$ cat config.mk
export PLATFORM = sky130hd
export DESIGN_NAME = dma2ch
export DESIGN_NICKNAME = d
export VERILOG_FILES = /design/src/rtl/dma2ch_pkg.sv /design/src/rtl/dma2ch_chan.sv /design/src/rtl/dma2ch_arb.sv /design/src/rtl/dma2ch.sv
export SDC_FILE = /design/constraint.sdc
export NUM_CORES = 1
export LEC_CHECK = 0
export BUFFER_PORTS_ARGS = -buffer_cell sky130_fd_sc_hd__buf_2
export CORE_ASPECT_RATIO = 2
export CORE_MARGIN = 4
export CORE_UTILIZATION = 55
export CTS_CLUSTER_DIAMETER = 60
export CTS_CLUSTER_SIZE = 8
export DETAILED_ROUTE_END_ITERATION = 12
export PLACE_DENSITY_LB_ADDON = 0.15
export SETUP_SLACK_MARGIN = 0.02
export SLEW_MARGIN = 0
export SYNTH_ARGS = -nofsm -noshare
export SYNTH_HDL_FRONTEND = slang
export SYNTH_HIERARCHICAL = 1
export SYNTH_SLANG_ARGS = --single-unit
$ cat constraint.sdc
create_clock -name clk_i -period 2.8 [get_ports clk_i]
set_input_delay 0.56 -clock clk_i [delete_from_list [all_inputs] [get_ports clk_i]]
set_output_delay 0.56 -clock clk_i [all_outputs]
set_load 0.05 [all_outputs]
$ cat src/rtl/dma2ch_pkg.sv
package dma2ch_pkg;
  typedef enum logic [1:0] {ST_IDLE, ST_RD, ST_WR} dma_state_t;

  localparam logic [2:0] OFF_SRC  = 3'd0;
  localparam logic [2:0] OFF_DST  = 3'd1;
  localparam logic [2:0] OFF_RLD  = 3'd2;
  localparam logic [2:0] OFF_CTRL = 3'd3;
  localparam logic [2:0] OFF_CNT  = 3'd4;
  localparam logic [2:0] OFF_FWD  = 3'd5;

  localparam int CB_EN   = 0;
  localparam int CB_WORD = 1;
  localparam int CB_SINC = 2;
  localparam int CB_DINC = 3;
  localparam int CB_SWRQ = 4;
endpackage

$ cat src/rtl/dma2ch_chan.sv
module dma2ch_chan
  import dma2ch_pkg::*;
#(
  parameter int AW = 20,
  parameter int CW = 16
) (
  input  logic          clk_i,
  input  logic          rst_ni,
  input  logic          wr_i,
  input  logic [2:0]    addr_i,
  input  logic [AW-1:0] wdata_i,
  input  logic          irq_i,
  input  logic          grant_i,
  input  logic          fin_i,
  output logic          pend_o,
  output logic          word_o,
  output logic          done_o,
  output logic [AW-1:0] src_o,
  output logic [AW-1:0] dst_o,
  output logic [AW-1:0] rdata_o
);
  logic [AW-1:0] base_q, fwd_q, dst_q;
  logic [CW-1:0] reload_q, cnt_q;
  logic          en_q, word_q, sinc_q, dinc_q, pend_q, irq_q, done_q;
  logic          wr_ctrl, req, term, en_nxt;
  logic [AW-1:0] step;

  assign wr_ctrl = wr_i && (addr_i == OFF_CTRL);
  assign req     = (wr_ctrl && wdata_i[CB_SWRQ]) || (irq_i && !irq_q);
  assign term    = (cnt_q <= CW'(1));
  assign step    = word_q ? AW'(2) : AW'(1);

  always_comb begin
    en_nxt = en_q;
    if (wr_ctrl)            en_nxt = wdata_i[CB_EN];
    else if (fin_i && term) en_nxt = 1'b0;
  end

  always_ff @(posedge clk_i or negedge rst_ni) begin
    if (!rst_ni) begin
      base_q <= '0; fwd_q <= '0; dst_q <= '0;
      reload_q <= '0; cnt_q <= '0;
      en_q <= 1'b0; word_q <= 1'b0; sinc_q <= 1'b0; dinc_q <= 1'b0;
      pend_q <= 1'b0; irq_q <= 1'b0; done_q <= 1'b0;
    end else begin
      irq_q  <= irq_i;
      done_q <= fin_i && term;
      en_q   <= en_nxt;
      // set wins over service so a late request is not lost
      if (!en_nxt)      pend_q <= 1'b0;
      else if (req)     pend_q <= 1'b1;
      else if (grant_i) pend_q <= 1'b0;

      if (wr_i && addr_i == OFF_SRC) begin
        base_q <= wdata_i;
        fwd_q  <= wdata_i;
      end else if (fin_i && sinc_q) fwd_q <= fwd_q + step;

      if (wr_i && addr_i == OFF_DST)  dst_q <= wdata_i;
      else if (fin_i && dinc_q)       dst_q <= dst_q + step;

      if (wr_i && addr_i == OFF_RLD) begin
        reload_q <= wdata_i[CW-1:0];
        cnt_q    <= wdata_i[CW-1:0];
      end else if (fin_i) cnt_q <= term ? reload_q : cnt_q - 1'b1;

      if (wr_ctrl) begin
        word_q <= wdata_i[CB_WORD];
        sinc_q <= wdata_i[CB_SINC];
        dinc_q <= wdata_i[CB_DINC];
      end
    end
  end

  always_comb begin
    case (addr_i)
      OFF_SRC:  rdata_o = base_q;
      OFF_DST:  rdata_o = dst_q;
      OFF_RLD:  rdata_o = AW'(reload_q);
      OFF_CTRL: rdata_o = AW'({dinc_q, sinc_q, word_q, en_q});
      OFF_CNT:  rdata_o = AW'(cnt_q);
      OFF_FWD:  rdata_o = fwd_q;
      default:  rdata_o = '0;
    endcase
  end

  assign pend_o = pend_q;
  assign word_o = word_q;
  assign done_o = done_q;
  assign src_o  = fwd_q;
  assign dst_o  = dst_q;

  AST_DONE_AFTER_EN: assert property (@(posedge clk_i) disable iff (!rst_ni)
    $rose(done_q) |-> $past(en_q));
  AST_CNT_STEP: assert property (@(posedge clk_i) disable iff (!rst_ni)
    (fin_i && !term && !wr_i) |=> (cnt_q == $past(cnt_q) - 1'b1));
  AST_DISABLED_IDLE: assert property (@(posedge clk_i) disable iff (!rst_ni)
    (!en_q && !wr_i) |=> !pend_q);
endmodule

$ cat src/rtl/dma2ch_arb.sv
module dma2ch_arb
  import dma2ch_pkg::*;
#(
  parameter int NCH = 2,
  localparam int CHW = $clog2(NCH)
) (
  input  logic           clk_i,
  input  logic           rst_ni,
  input  logic [NCH-1:0] pend_i,
  output dma_state_t     state_o,
  output logic [CHW-1:0] sel_o,
  output logic           start_o,
  output logic [NCH-1:0] grant_o,
  output logic [NCH-1:0] fin_o
);
  dma_state_t     state_q;
  logic [CHW-1:0] sel_q, nsel;

  // lowest index wins
  always_comb begin
    nsel = '0;
    for (int i = NCH - 1; i >= 0; i--)
      if (pend_i[i]) nsel = CHW'(i);
  end

  assign start_o = (state_q == ST_IDLE) && (|pend_i);
  assign grant_o = start_o ? (NCH'(1) << nsel) : '0;
  assign fin_o   = (state_q == ST_WR) ? (NCH'(1) << sel_q) : '0;

  always_ff @(posedge clk_i or negedge rst_ni) begin
    if (!rst_ni) begin
      state_q <= ST_IDLE;
      sel_q   <= '0;
    end else begin
      case (state_q)
        ST_IDLE: if (start_o) begin
          state_q <= ST_RD;
          sel_q   <= nsel;
        end
        ST_RD:   state_q <= ST_WR;
        default: state_q <= ST_IDLE;
      endcase
    end
  end

  assign state_o = state_q;
  assign sel_o   = sel_q;

  AST_RD_THEN_WR: assert property (@(posedge clk_i) disable iff (!rst_ni)
    (state_q == ST_RD) |=> (state_q == ST_WR));
  AST_LOW_FIRST: assert property (@(posedge clk_i) disable iff (!rst_ni)
    (state_q == ST_IDLE && pend_i[0]) |=> (state_q == ST_RD && sel_q == '0));
  AST_ONE_GRANT: assert property (@(posedge clk_i) disable iff (!rst_ni)
    $onehot0(grant_o));
endmodule

$ cat src/rtl/dma2ch.sv
module dma2ch
  import dma2ch_pkg::*;
#(
  parameter int NCH = 2,
  parameter int AW  = 20,
  parameter int CW  = 16,
  parameter int DW  = 16,
  localparam int CHW = $clog2(NCH),
  localparam int RAW = CHW + 3
) (
  input  logic           clk_i,
  input  logic           rst_ni,
  input  logic           reg_we_i,
  input  logic [RAW-1:0] reg_addr_i,
  input  logic [AW-1:0]  reg_wdata_i,
  output logic [AW-1:0]  reg_rdata_o,
  input  logic [NCH-1:0] irq_i,
  input  logic           cpu_req_i,
  output logic           cpu_gnt_o,
  output logic           mem_rd_o,
  output logic           mem_we_o,
  output logic           mem_word_o,
  output logic [AW-1:0]  mem_addr_o,
  output logic [DW-1:0]  mem_wdata_o,
  input  logic [DW-1:0]  mem_rdata_i,
  output logic [NCH-1:0] done_o
);
  logic [NCH-1:0] pend, word, grant, fin;
  logic [AW-1:0]  src [NCH];
  logic [AW-1:0]  dst [NCH];
  logic [AW-1:0]  rdat [NCH];
  dma_state_t     state;
  logic [CHW-1:0] sel, rch;
  logic           start;
  logic [DW-1:0]  latch_q;

  assign rch = reg_addr_i[RAW-1:3];

  for (genvar c = 0; c < NCH; c++) begin : g_ch
    dma2ch_chan #(.AW(AW), .CW(CW)) u_ch (
      .clk_i   (clk_i),
      .rst_ni  (rst_ni),
      .wr_i    (reg_we_i && rch == CHW'(c)),
      .addr_i  (reg_addr_i[2:0]),
      .wdata_i (reg_wdata_i),
      .irq_i   (irq_i[c]),
      .grant_i (grant[c]),
      .fin_i   (fin[c]),
      .pend_o  (pend[c]),
      .word_o  (word[c]),
      .done_o  (done_o[c]),
      .src_o   (src[c]),
      .dst_o   (dst[c]),
      .rdata_o (rdat[c])
    );
  end

  dma2ch_arb #(.NCH(NCH)) u_arb (
    .clk_i   (clk_i),
    .rst_ni  (rst_ni),
    .pend_i  (pend),
    .state_o (state),
    .sel_o   (sel),
    .start_o (start),
    .grant_o (grant),
    .fin_o   (fin)
  );

  always_ff @(posedge clk_i or negedge rst_ni) begin
    if (!rst_ni)              latch_q <= '0;
    else if (state == ST_RD)  latch_q <= word[sel] ? mem_rdata_i : DW'(mem_rdata_i[7:0]);
  end

  assign reg_rdata_o = rdat[rch];
  assign cpu_gnt_o   = cpu_req_i && state == ST_IDLE && !start;
  assign mem_rd_o    = (state == ST_RD);
  assign mem_we_o    = (state == ST_WR);
  assign mem_word_o  = (state != ST_IDLE) && word[sel];
  assign mem_addr_o  = (state == ST_RD) ? src[sel] : (state == ST_WR) ? dst[sel] : '0;
  assign mem_wdata_o = (state == ST_WR) ? latch_q : '0;

  AST_CPU_HELD: assert property (@(posedge clk_i) disable iff (!rst_ni)
    (mem_rd_o || mem_we_o) |-> !cpu_gnt_o);
  AST_WRITE_AFTER_READ: assert property (@(posedge clk_i) disable iff (!rst_ni)
    mem_we_o |-> $past(mem_rd_o));
  AST_BUS_EXCL: assert property (@(posedge clk_i) disable iff (!rst_ni)
    !(mem_rd_o && mem_we_o));
endmodule

==> out/summary.txt <==
vertical die dimension = 227 µm
initial antenna violation count = 0
number of endpoints failing setup at the final stage = 0
Warnings, synthesis = 6
Slew Limit Fails = 0
H-tree Lvls = 1
gpl congestion = 0.982
Setup crit start kind = flop
share of the core filled with cells = 0.647
Inserted Diodes = 0
worst-case hold path end point = g_ch[1].u_ch/irq_q
combinational family with the most area after synthesis = simple AND/OR/NAND/NOR gates
Hold Crit Class = in2reg
final critical-path required period = 2.73 ns
Crit Path Category = reg2out
placed wire-length estimate after detailed placement = 31.9 mm
number of cells traversed by the worst hold path = 1
arrival time at the worst endpoint = 2.17 ns
clk_lat worst skew = 0.56 ns
number of clock buffers inserted by TritonCTS = 31
slew margin rel. = 0.388
Hold Violations, Final = 0
post-detailed-route via-to-cell ratio = 6.29
total area of multi-input combinational cells = 7310 µm²
total leakage power = 7.14 nW
number of design-rule violations left by the first detailed-router iteration = 857
total length of routed wires = 43.2 mm
capture point of the worst reg-to-reg path = g_ch[0].u_ch/cnt_q[0]
Row Count = 80
Cell variety after synth = 75
worst min-delay path startpoint = irq_i[1]
dominant synthesized flop cell = dfrtp_1
Boundary Pins = 108
final standard cell area without fillers = 15400 µm²
number of iterations in the first detailed-routing pass = 5
Post-Syn Area = 13200 µm²
Seq/Total Area, Yosys = 0.411
share of the synthesized area in compound gates (AO/OA/AOI/OAI) = 0.124
FFs w/ async S/R, synth = 1.00
Syn Nets = 1502
core box area = 23800 µm²
count of nets after finishing = 1639
synthesized-area fraction occupied by xor and xnor cells = 0.0610
filler cell count in the final layout = 2015
wire length of the first global-routing pass = 66.0 mm
part of the cycle the worst path needs = 0.974
worst setup slack for register-to-register paths = 0.25 ns
critical path capture point type = output pin
share of synthesized cell area in full adder, half adder and majority cells = 0.0174
total negative slack = 0 ns
wire per inst = 23.2 µm
footprint of the flip-flops and latches = 5450 µm²
combined global-route utilization of all metal layers = 0.315
CTS clk-pin slew, worst paths = 0.05 ns
placed cell areas = 14400 µm²
number of I/O port buffers = 107
Num Clock Sinks = 217
number of vias in the routed layout = 11700
IR Drop Worst-Case VDD = 798 µV
Peak Freq = 367 MHz
setup clock skew after layout = 0.0136 ns
max-capacitance violation count = 0
Cell Pwr Density = 966 nW/µm²
overall die area = 26700 µm²
starting utilization of the core area = 0.555
Routed Antenna Nets = 0
critical register-to-register path startpoint = g_ch[0].u_ch/cnt_q[6]
DRC violations left = 0
result of the run = finished clean
GRT Residual Overflow = 0
data required time of the critical path = 2.24 ns
horizontal die dimension = 118 µm
P&R area growth vs syn = 16.7%
clk root buf = clkbuf_16
synthesized area per cell = 9.18 µm²
Max Root-Sink Buffers = 3
mux contribution to synthesized area = 0.129
largest net degree at the start of global routing = 59
actual transition at the worst max-transition pin = 0.915 ns
number of flip-flops and latches in the synthesized netlist = 217
Post-synth EDFFs = 0
worst reg-to-reg path cell count = 5
highest net fanout along the worst path = 7
number of instances in the synthesized netlist = 1440
Simple-Gate Fraction of Synth Area = 0.212
share of cells above drive strength 1 = 0.207
CTS tree = built
via count of the first global-routing pass = 11700
RSZ-0062 raised after global routing = no
[placed cells by master (no fill, tap or decap), types with 10 or more instances in the layout]
master and count:
nand3_1 39, buf_2 94, nor2_1 64, nor2b_1 10, dfrtp_1 203, nand2_1 311, a21oi_1 28, xnor2_1 40
xor2_1 52, nand3b_1 10, o211ai_1 10, and2_1 28, mux2_2 38, buf_4 73, a221o_1 11, buf_12 12
a22o_1 11, dfrtp_2 14, nand4_1 18, clkbuf_16 32, and4_1 11, ha_1 12, nor3_1 22, and3_1 18
nor4_1 10, mux4_2 17, a22oi_1 10, inv_1 38, mux2i_1 76, o21ai_0 121, o22ai_1 27
[cells in the mapped netlist, drive strengths merged, types with 18 or more instances]
| library cell | n | area (µm²) |
|---|---|---|
| a21oi | 28 | 140 |
| and2 | 28 | 175 |
| and3 | 18 | 113 |
| buf | 28 | 200 |
| clkbuf | 57 | 256 |
| dfrtp | 217 | 5430 |
| inv | 40 | 150 |
| mux2 | 46 | 518 |
| mux2i | 77 | 783 |
| mux4 | 18 | 409 |
| nand2 | 311 | 1170 |
| nand3 | 39 | 195 |
| nand4 | 18 | 113 |
| nor2 | 65 | 260 |
| nor3 | 25 | 130 |
| o21ai | 124 | 621 |
| o22ai | 35 | 219 |
| xnor2 | 40 | 350 |
| xor2 | 52 | 455 |
[state kept, by name (all words and copies together), names as in the netlist]
| signal | count |
|---|---|
| g_ch.u_ch/cnt_q | 32 |
| latch_q | 16 |
| g_ch.u_ch/sinc_q | 2 |
| g_ch.u_ch/done_o | 2 |
| g_ch.u_ch/pend_o | 2 |
| g_ch.u_ch/reload_q | 32 |
| u_arb/sel_o | 1 |
| g_ch.u_ch/dinc_q | 2 |
| g_ch.u_ch/dst_o | 40 |
| g_ch.u_ch/src_o | 40 |
| u_arb/state_o | 2 |
| g_ch.u_ch/en_q | 2 |
| g_ch.u_ch/irq_q | 2 |
| g_ch.u_ch/base_q | 40 |
| g_ch.u_ch/word_o | 2 |
[report_power, final]
group | switching (mW) | leakage [nW] | internal [mW]
clock network | 1.35 | 0.388 | 1.93
logic | 3.65 | 4.09 | 2.47
registers | 1.39 | 2.66 | 4.10
total | 6.39 | 7.14 | 8.51
[worst max-delay path, cell delays in order, from the launching register on]
cell,delay (ns)
dfrtp_2,0.49
mux4_2,0.48
inv_1,0.06
o21ai_0,0.07
mux2_2,0.30
buf_2,0.22
[layer usage]
| layer | vias up | wire length, µm | global-route usage |
|---|---|---|---|
| li1 | 5333 | - | - |
| met1 | 5755 | 15600 | 0.367 |
| met2 | 506 | 22400 | 0.568 |
| met3 | 128 | 2640 | 0.0348 |
| met4 | 0 | 2530 | 0.175 |
| met5 | - | 0 | 0 |
[worst max path at each step]
stage          slack [ns]  cells past startpoint               to              startpoint
2_1_floorplan        0.07                      7   reg_rdata_o[2]           reg_addr_i[0]
3_3_place_gp         0.06                      7   reg_rdata_o[4]           reg_addr_i[0]
3_5_place_dp         0.03                      7   reg_rdata_o[4]           reg_addr_i[0]
4_1_cts             -0.07                      4   mem_addr_o[10]        u_arb/state_o[1]
5_1_grt              0.02                      5  reg_rdata_o[15]  g_ch[1].u_ch/cnt_q[15]
6_report             0.07                      5  reg_rdata_o[12]  g_ch[1].u_ch/cnt_q[12]
[cell families after synthesis]
group	after synthesis
adder cells (fa/ha/maj)	16
buffers and inverters	125
XOR/XNOR	92
flip-flops	217
AND/OR/NAND/NOR	585
AO/OA/AOI/OAI	264
multiplexers	141
[area by class of cell]
class                           count  share of cell area
Sequential cell                   217               0.353
Inverter                           40             0.00973
Clock inverter                      1            0.000568
Tap cell                          287              0.0233
Clock buffer                       33              0.0508
Timing Repair Buffer              188              0.0887
Multi-Input combinational cell   1099               0.474
[stage by stage]
step	power [mW]	hold WS (ns)	cells	setup slack (ns)
after floorplan	9.42	0.264	1440	0.0706
after global placement	11.1	0.454	1821	0.0618
after detailed placement	11.3	0.459	1821	0.0271
after CTS	14.6	0.106	1856	-0.0719
after global routing	15.7	0.126	1865	0.0224
final	14.9	0.124	1865	0.0739
[what timing repair did]
action	in CTS	in global routing
setup buffers	0	7
setup endpoints to repair	39	51
hold buffers	1	0
cloned	0	2
gates resized for setup	10	33
hold endpoints to repair	52	0
No activity file was read; power rests on OpenSTA's default activity.
